--- src/rtl/uirq_pkg.sv ---
package uirq_pkg;

    localparam int REG_W   = 8;
    localparam int EN_W    = 4;
    localparam int CODE_W  = 3;

    typedef enum logic [CODE_W-1:0] {
        ID_MSR = 3'b000,
        ID_THR = 3'b001,
        ID_RXD = 3'b010,
        ID_LSR = 3'b011,
        ID_CTO = 3'b110
    } id_code_e;

    // Enable field, packed so its bit order matches enable register bits 3:0.
    typedef struct packed {
        logic msr;
        logic lsr;
        logic thr;
        logic rxd;
    } irq_en_t;

    // Raw cause levels feeding the priority selector.
    typedef struct packed {
        logic lsr;
        logic rxd;
        logic cto;
        logic thr;
        logic msr;
    } irq_src_t;

    typedef struct packed {
        logic     pend;
        id_code_e code;
    } irq_pick_t;

    function automatic logic sticky_next(input logic cur, input logic set,
                                         input logic clr);
        return set | (cur & ~clr);
    endfunction

    function automatic logic [REG_W-1:0] pack_ident(input logic fifo,
                                                    input irq_pick_t pick);
        return {fifo, fifo, 2'b00, pick.code, ~pick.pend};
    endfunction

endpackage

--- src/rtl/uirq_enable_reg.sv ---
module uirq_enable_reg
    import uirq_pkg::*;
(
    input  logic             clk,
    input  logic             rst,
    input  logic             we,
    input  logic [REG_W-1:0] wdata,
    output irq_en_t          en,
    output logic [REG_W-1:0] rdata,
    output logic             thr_arm
);
    localparam int PAD_W = REG_W - EN_W;

    irq_en_t en_q;

    always_ff @(posedge clk) begin
        if (rst) begin
            en_q <= '0;
        end else if (we) begin
            en_q <= irq_en_t'(wdata[EN_W-1:0]);
        end
    end

    // Transmit-empty enable going 0 -> 1 on this write.
    assign thr_arm = we & wdata[1] & ~en_q.thr;
    assign en      = en_q;
    assign rdata   = {{PAD_W{1'b0}}, en_q};

    logic unused_hi;
    assign unused_hi = ^wdata[REG_W-1:EN_W];

endmodule

--- src/rtl/uirq_src_latch.sv ---
module uirq_src_latch
    import uirq_pkg::*;
(
    input  logic clk,
    input  logic rst,
    input  logic ls_event,
    input  logic ls_clr,
    input  logic ms_event,
    input  logic ms_clr,
    input  logic thr_empty,
    input  logic thr_wr,
    input  logic thr_rd_clr,
    input  logic thr_arm,
    input  logic thr_en,
    input  logic fifo_mode,
    output logic ls_pend,
    output logic ms_pend,
    output logic thr_pend
);
    logic ls_q, ms_q, thr_q;
    logic empty_q, fifo_q;
    logic thr_set, thr_clr;

    always_comb begin
        thr_set = (thr_empty & ~empty_q)
                | (thr_arm & thr_empty)
                | (fifo_mode & ~fifo_q & thr_en & thr_empty);
        thr_clr = thr_wr | thr_rd_clr;
    end

    always_ff @(posedge clk) begin
        if (rst) begin
            ls_q    <= 1'b0;
            ms_q    <= 1'b0;
            thr_q   <= 1'b0;
            empty_q <= 1'b1;
            fifo_q  <= 1'b0;
        end else begin
            ls_q    <= sticky_next(ls_q, ls_event, ls_clr);
            ms_q    <= sticky_next(ms_q, ms_event, ms_clr);
            thr_q   <= sticky_next(thr_q, thr_set, thr_clr);
            empty_q <= thr_empty;
            fifo_q  <= fifo_mode;
        end
    end

    assign ls_pend  = ls_q;
    assign ms_pend  = ms_q;
    assign thr_pend = thr_q;

endmodule

--- src/rtl/uirq_prio.sv ---
module uirq_prio
    import uirq_pkg::*;
(
    input  irq_en_t   en,
    input  logic      fifo_mode,
    input  logic      ls_pend,
    input  logic      rx_ready,
    input  logic      rx_timeout,
    input  logic      thr_pend,
    input  logic      ms_pend,
    output irq_pick_t pick
);
    irq_src_t act;

    always_comb begin
        act.lsr = ls_pend  & en.lsr;
        act.rxd = rx_ready & en.rxd;
        act.cto = rx_timeout & en.rxd & fifo_mode;
        act.thr = thr_pend & en.thr;
        act.msr = ms_pend  & en.msr;
    end

    always_comb begin
        pick.pend = 1'b1;
        if (act.lsr)      pick.code = ID_LSR;
        else if (act.rxd) pick.code = ID_RXD;
        else if (act.cto) pick.code = ID_CTO;
        else if (act.thr) pick.code = ID_THR;
        else begin
            pick.code = ID_MSR;
            pick.pend = act.msr;
        end
    end

endmodule

--- src/rtl/uirq_ident_view.sv ---
module uirq_ident_view
    import uirq_pkg::*;
(
    input  logic             clk,
    input  logic             rst,
    input  logic             iir_rd,
    input  logic             fifo_mode,
    input  logic             out2_en,
    input  irq_pick_t        pick,
    output logic [REG_W-1:0] iir_rdata,
    output logic             irq,
    output logic             thr_rd_clr
);
    localparam logic [3:0] THR_LOW = {ID_THR, 1'b0};
    localparam logic [REG_W-1:0] IDLE_ID = {{(REG_W-1){1'b0}}, 1'b1};

    logic             rd_q;
    logic             irq_q;
    logic [REG_W-1:0] id_q;
    logic [REG_W-1:0] live_id;

    assign live_id = pack_ident(fifo_mode, pick);

    always_ff @(posedge clk) begin
        if (rst) begin
            rd_q  <= 1'b0;
            irq_q <= 1'b0;
            id_q  <= IDLE_ID;
        end else begin
            rd_q  <= iir_rd;
            irq_q <= pick.pend & out2_en;
            if (!iir_rd) begin
                id_q <= live_id;
            end
        end
    end

    // Access finished and the held byte named transmit-empty.
    assign thr_rd_clr = rd_q & ~iir_rd & (id_q[3:0] == THR_LOW);
    assign iir_rdata  = id_q;
    assign irq        = irq_q;

endmodule

--- src/rtl/uirq_ident_unit.sv ---
module uirq_ident_unit
    import uirq_pkg::*;
(
    input  logic             clk,
    input  logic             rst,
    input  logic             ier_we,
    input  logic [REG_W-1:0] ier_wdata,
    output logic [REG_W-1:0] ier_rdata,
    input  logic             fifo_mode,
    input  logic             out2_en,
    input  logic             ls_event,
    input  logic             ls_status_rd,
    input  logic             rx_ready,
    input  logic             rx_timeout,
    input  logic             thr_empty,
    input  logic             thr_wr,
    input  logic             ms_event,
    input  logic             ms_status_rd,
    input  logic             iir_rd,
    output logic [REG_W-1:0] iir_rdata,
    output logic             irq
);
    irq_en_t   en;
    irq_pick_t pick;
    logic      thr_arm;
    logic      thr_rd_clr;
    logic      ls_pend, ms_pend, thr_pend;

    uirq_enable_reg u_en (
        .clk     (clk),
        .rst     (rst),
        .we      (ier_we),
        .wdata   (ier_wdata),
        .en      (en),
        .rdata   (ier_rdata),
        .thr_arm (thr_arm)
    );

    uirq_src_latch u_src (
        .clk        (clk),
        .rst        (rst),
        .ls_event   (ls_event),
        .ls_clr     (ls_status_rd),
        .ms_event   (ms_event),
        .ms_clr     (ms_status_rd),
        .thr_empty  (thr_empty),
        .thr_wr     (thr_wr),
        .thr_rd_clr (thr_rd_clr),
        .thr_arm    (thr_arm),
        .thr_en     (en.thr),
        .fifo_mode  (fifo_mode),
        .ls_pend    (ls_pend),
        .ms_pend    (ms_pend),
        .thr_pend   (thr_pend)
    );

    uirq_prio u_prio (
        .en         (en),
        .fifo_mode  (fifo_mode),
        .ls_pend    (ls_pend),
        .rx_ready   (rx_ready),
        .rx_timeout (rx_timeout),
        .thr_pend   (thr_pend),
        .ms_pend    (ms_pend),
        .pick       (pick)
    );

    uirq_ident_view u_view (
        .clk        (clk),
        .rst        (rst),
        .iir_rd     (iir_rd),
        .fifo_mode  (fifo_mode),
        .out2_en    (out2_en),
        .pick       (pick),
        .iir_rdata  (iir_rdata),
        .irq        (irq),
        .thr_rd_clr (thr_rd_clr)
    );

endmodule

--- config.mk ---
export PLATFORM = sky130hd
export DESIGN_NAME = uirq_ident_unit
export DESIGN_NICKNAME = d
export VERILOG_FILES = /design/src/rtl/uirq_pkg.sv /design/src/rtl/uirq_enable_reg.sv /design/src/rtl/uirq_src_latch.sv /design/src/rtl/uirq_prio.sv /design/src/rtl/uirq_ident_view.sv /design/src/rtl/uirq_ident_unit.sv
export SDC_FILE = /design/constraint.sdc
export NUM_CORES = 1
export LEC_CHECK = 0
export CAP_MARGIN = 20
export CORE_AREA = 2 2 39 41
export DETAILED_ROUTE_END_ITERATION = 8
export DIE_AREA = 0 0 41 43
export DONT_BUFFER_PORTS = 1
export PLACE_DENSITY = 0.71
export SLEW_MARGIN = 10
export SYNTH_ARGS = -nofsm -noshare
export SYNTH_HDL_FRONTEND = slang
export SYNTH_SLANG_ARGS = --single-unit
--- constraint.sdc ---
create_clock -name clk -period 1.22 [get_ports clk]
set_input_delay 0.183 -clock clk [delete_from_list [all_inputs] [get_ports clk]]
set_output_delay 0.183 -clock clk [all_outputs]
set_load 0.1 [all_outputs]
==> impl_metrics.json <==
{
  "min_period_over_period_pct": 95.84,
  "die_width_um": 41,
  "rsz_0062_raised_after_global_routing": "false",
  "leakage_nw": 0.3674,
  "die-height_um": 43,
  "path_clk_slew_ns": 0.09,
  "p_total_mw": 1.228,
  "detailedPlace.worstSlack_ns": 0.1363,
  "core_region_area_mm2": 0.001384,
  "worst_slack_ns": 0.05076,
  "tritoncts_num_sinks": 16,
  "gp_congestion": 0.7123,
  "status": "finished, final reports clean",
  "power.density_mw_per_mm2": 1512,
  "final_period_minus_worst_setup_slack_ns": 1.169,
  "critical_path.max_stage_delay_ns": 0.39,
  "antenna_found_initial": 0,
  "max_freq_mhz": 855.3,
  "critPathBufInv": 1,
  "cts_setup_buffers": 0,
  "yosys_warnings": 0,
  "synth_sequential_area_ratio_pct": 46.80,
  "final_net_count": 111,
  "gr-usage-all-layers_pct": 17.12,
  "cp_cell_sequence": "buf_4",
  "cts-buffers-inserted": 3,
  "synth_cells": 77,
  "route.final.wire_length_um": 1261,
  "report.final.setup_viol": 0,
  "dp.final_hpwl_um": 963.6,
  "buffer_ports.inserted": 0,
  "largest_clock_skew_in_the_final_design_ns": 0.002150,
  "syn-cell-area_um2": 684.4,
  "cts.root.buffer_cell": "clkbuf_4",
  "start_kind": "flip-flop",
  "finalMaxSlewViolations": 0,
  "postRouteAntennaNets": 0,
  "grt_start_max_net_pins": 14,
  "cell_family_with_the_largest_share_of_critical_path_delay": "flip-flops",
  "floorplan.io_pins": 39,
  "count_of_tritonroute_iterations_in_the_first_routing_pass": 4,
  "worst_ep_required_time_ns": 1.04,
  "timing_worst_setup_path_type": "flip-flop to primary output",
  "route.detailed.drc": 0,
  "first_global_vias": 525,
  "rows": 14,
  "n_antenna_cell": 0,
  "drt_iter0_drc": 11,
  "timing.setup.tns_ns": 0,
  "cts.path.max_buffers": 2,
  "area.growth.synth_to_final_pct": 18.65,
  "timing.critical_path.slowest_stage_cell": "dfxtp_1",
  "timing.hold.ws_ns": 0.01604,
  "drive_gt1_share_pct": 27.27,
  "timing.critical_path.arrival_ns": 0.99,
  "htree_levels": 1,
  "via_count": 531,
  "detail_route.vias_per_cell": 5.106,
  "crit_fanout": 5,
  "timing.final.hold_violations": 0,
  "grt.overflow.total": 0,
  "ir_worst_vdd_mv": 0.9022,
  "syn_area_per_cell_um2": 8.888,
  "synthDistinctLibCells": 29,
  "synth.ff_latch_count": 16,
  "fp.dieArea_mm2": 0.001763,
  "cts_tree": "yes",
  "global_route_wire_length_before_repair_um": 2056,
  "holdCritPathClass": "input port to flip-flop",
  "clock_latency_ns": 0.28,
  "endpoint_kind": "primary output",
  "cap_violations": 0,
  "route.detailed.wl_per_inst_um": 12.13,
  "initial_utilization_pct": 49.46
}
[cells by family (layout without fill, tap and decap cells)]
group	after synthesis	count (layout)	share of synthesized area [%]
AND/OR/NAND/NOR	24	24	17.37
multiplexers	4	4	5.850
flip-flops	16	16	46.80
buffers and inverters	17	23	14.07
AO/OA/AOI/OAI	15	15	15.36
other	1	6	0.5479
[registers in the layout (all words and copies together) (netlist names)]
register / count
u_view.iir_rdata: 5
u_en.en: 4
u_src.ms_pend: 1
u_src.fifo_q: 1
u_view.rd_q: 1
u_src.ls_pend: 1
u_src.empty_q: 1
u_src.thr_pend: 1
u_view.irq: 1
[routing by layer]
layer / vias up / wire [µm] / GRT usage (%)
met4: 0 / 10 / 10.00
met2: 22 / 611 / 26.56
met3: 2 / 102 / 3.141
met1: 242 / 536 / 20.86
met5: - / 0 / 0
li1: 265 / - / -
[path summary, 6_finish.rpt]
check / from / slack, ns / endpoint / depth (start not counted)
setup / recovery: u_en.en[1] / 0.05 / ier_rdata[1] / 1
hold / removal: out2_en / 0.02 / u_view.irq / 2
setup reg to reg: u_view.iir_rdata[2] / 0.12 / u_src.thr_pend / 3
hold reg to reg: u_view.iir_rdata[2] / 0.49 / u_view.iir_rdata[2] / 2
[layout by cell type (no fill, tap or decap), drive strengths merged]
| cell | instances |
|---|---|
| a221oi | 1 |
| or3b | 1 |
| a22o | 1 |
| nor2 | 9 |
| a41o | 1 |
| nor2b | 2 |
| nor4bb | 1 |
| a22oi | 1 |
| nand2 | 6 |
| inv | 6 |
| nand3b | 1 |
| buf | 10 |
| dfxtp | 16 |
| conb | 6 |
| or2 | 1 |
| a32oi | 1 |
| o211ai | 1 |
| dlygate4sd3 | 3 |
| mux2i | 4 |
| nor3 | 1 |
| nand2b | 1 |
| clkbuf | 4 |
| and2 | 1 |
| a21oi | 5 |
| o21ai | 2 |
| a311oi | 1 |
| a31o | 1 |
[where the power goes]
| part | leakage, nW | internal, mW | switching, mW |
|---|---|---|---|
| Clock | 0.0210 | 0.182 | 0.162 |
| Combinational | 0.212 | 0.0626 | 0.249 |
| Sequential | 0.134 | 0.553 | 0.0188 |
| Total | 0.367 | 0.797 | 0.430 |
[cell usage after synthesis]
master,number,area share [%]
buf_4,8,8.8
a31o_2,1,1.3
nand3b_1,1,1.1
nand2b_1,1,0.91
nand2_1,6,3.3
inv_1,6,3.3
and2_1,1,0.91
dfxtp_1,16,47
buf_2,1,0.73
a311oi_1,1,1.3
conb_1,1,0.55
a32oi_1,1,1.3
clkbuf_2,1,0.73
nor4bb_1,1,1.5
o21ai_0,1,0.73
mux2i_1,4,5.9
nor2b_1,2,1.8
or3b_1,1,1.3
clkbuf_1,1,0.55
nor3_1,1,0.73
a22oi_1,1,1.1
nor2_1,9,4.9
or2_2,1,0.91
a22o_1,1,1.3
a21oi_1,5,3.7
o211ai_1,1,1.1
a221oi_1,1,1.3
o21ai_1,1,0.73
a41o_2,1,1.6
[through the flow]
step,instances,util (%),instance area [µm²]
floorplan,82,-,711.9
global placement,97,53.89,745.7
detailed placement,97,53.89,745.7
CTS,104,58.68,812.0
global route,104,58.68,812.0
finish,104,58.68,812.0
[repair_timing]
item,in CTS,in global routing
resized for setup,0,0
hold endpoints to repair,13,0
hold buffers,3,0
[area by class of cell]
type | instances | area, µm²
clock buffer | 4 | 36.28
fill | 137 | 571.8
inverter | 6 | 22.52
multi-input combinational | 49 | 286.5
sequential | 16 | 329.1
tap | 16 | 20.02
timing repair buffer | 13 | 117.6
No activity file was read; power rests on OpenSTA's default activity.
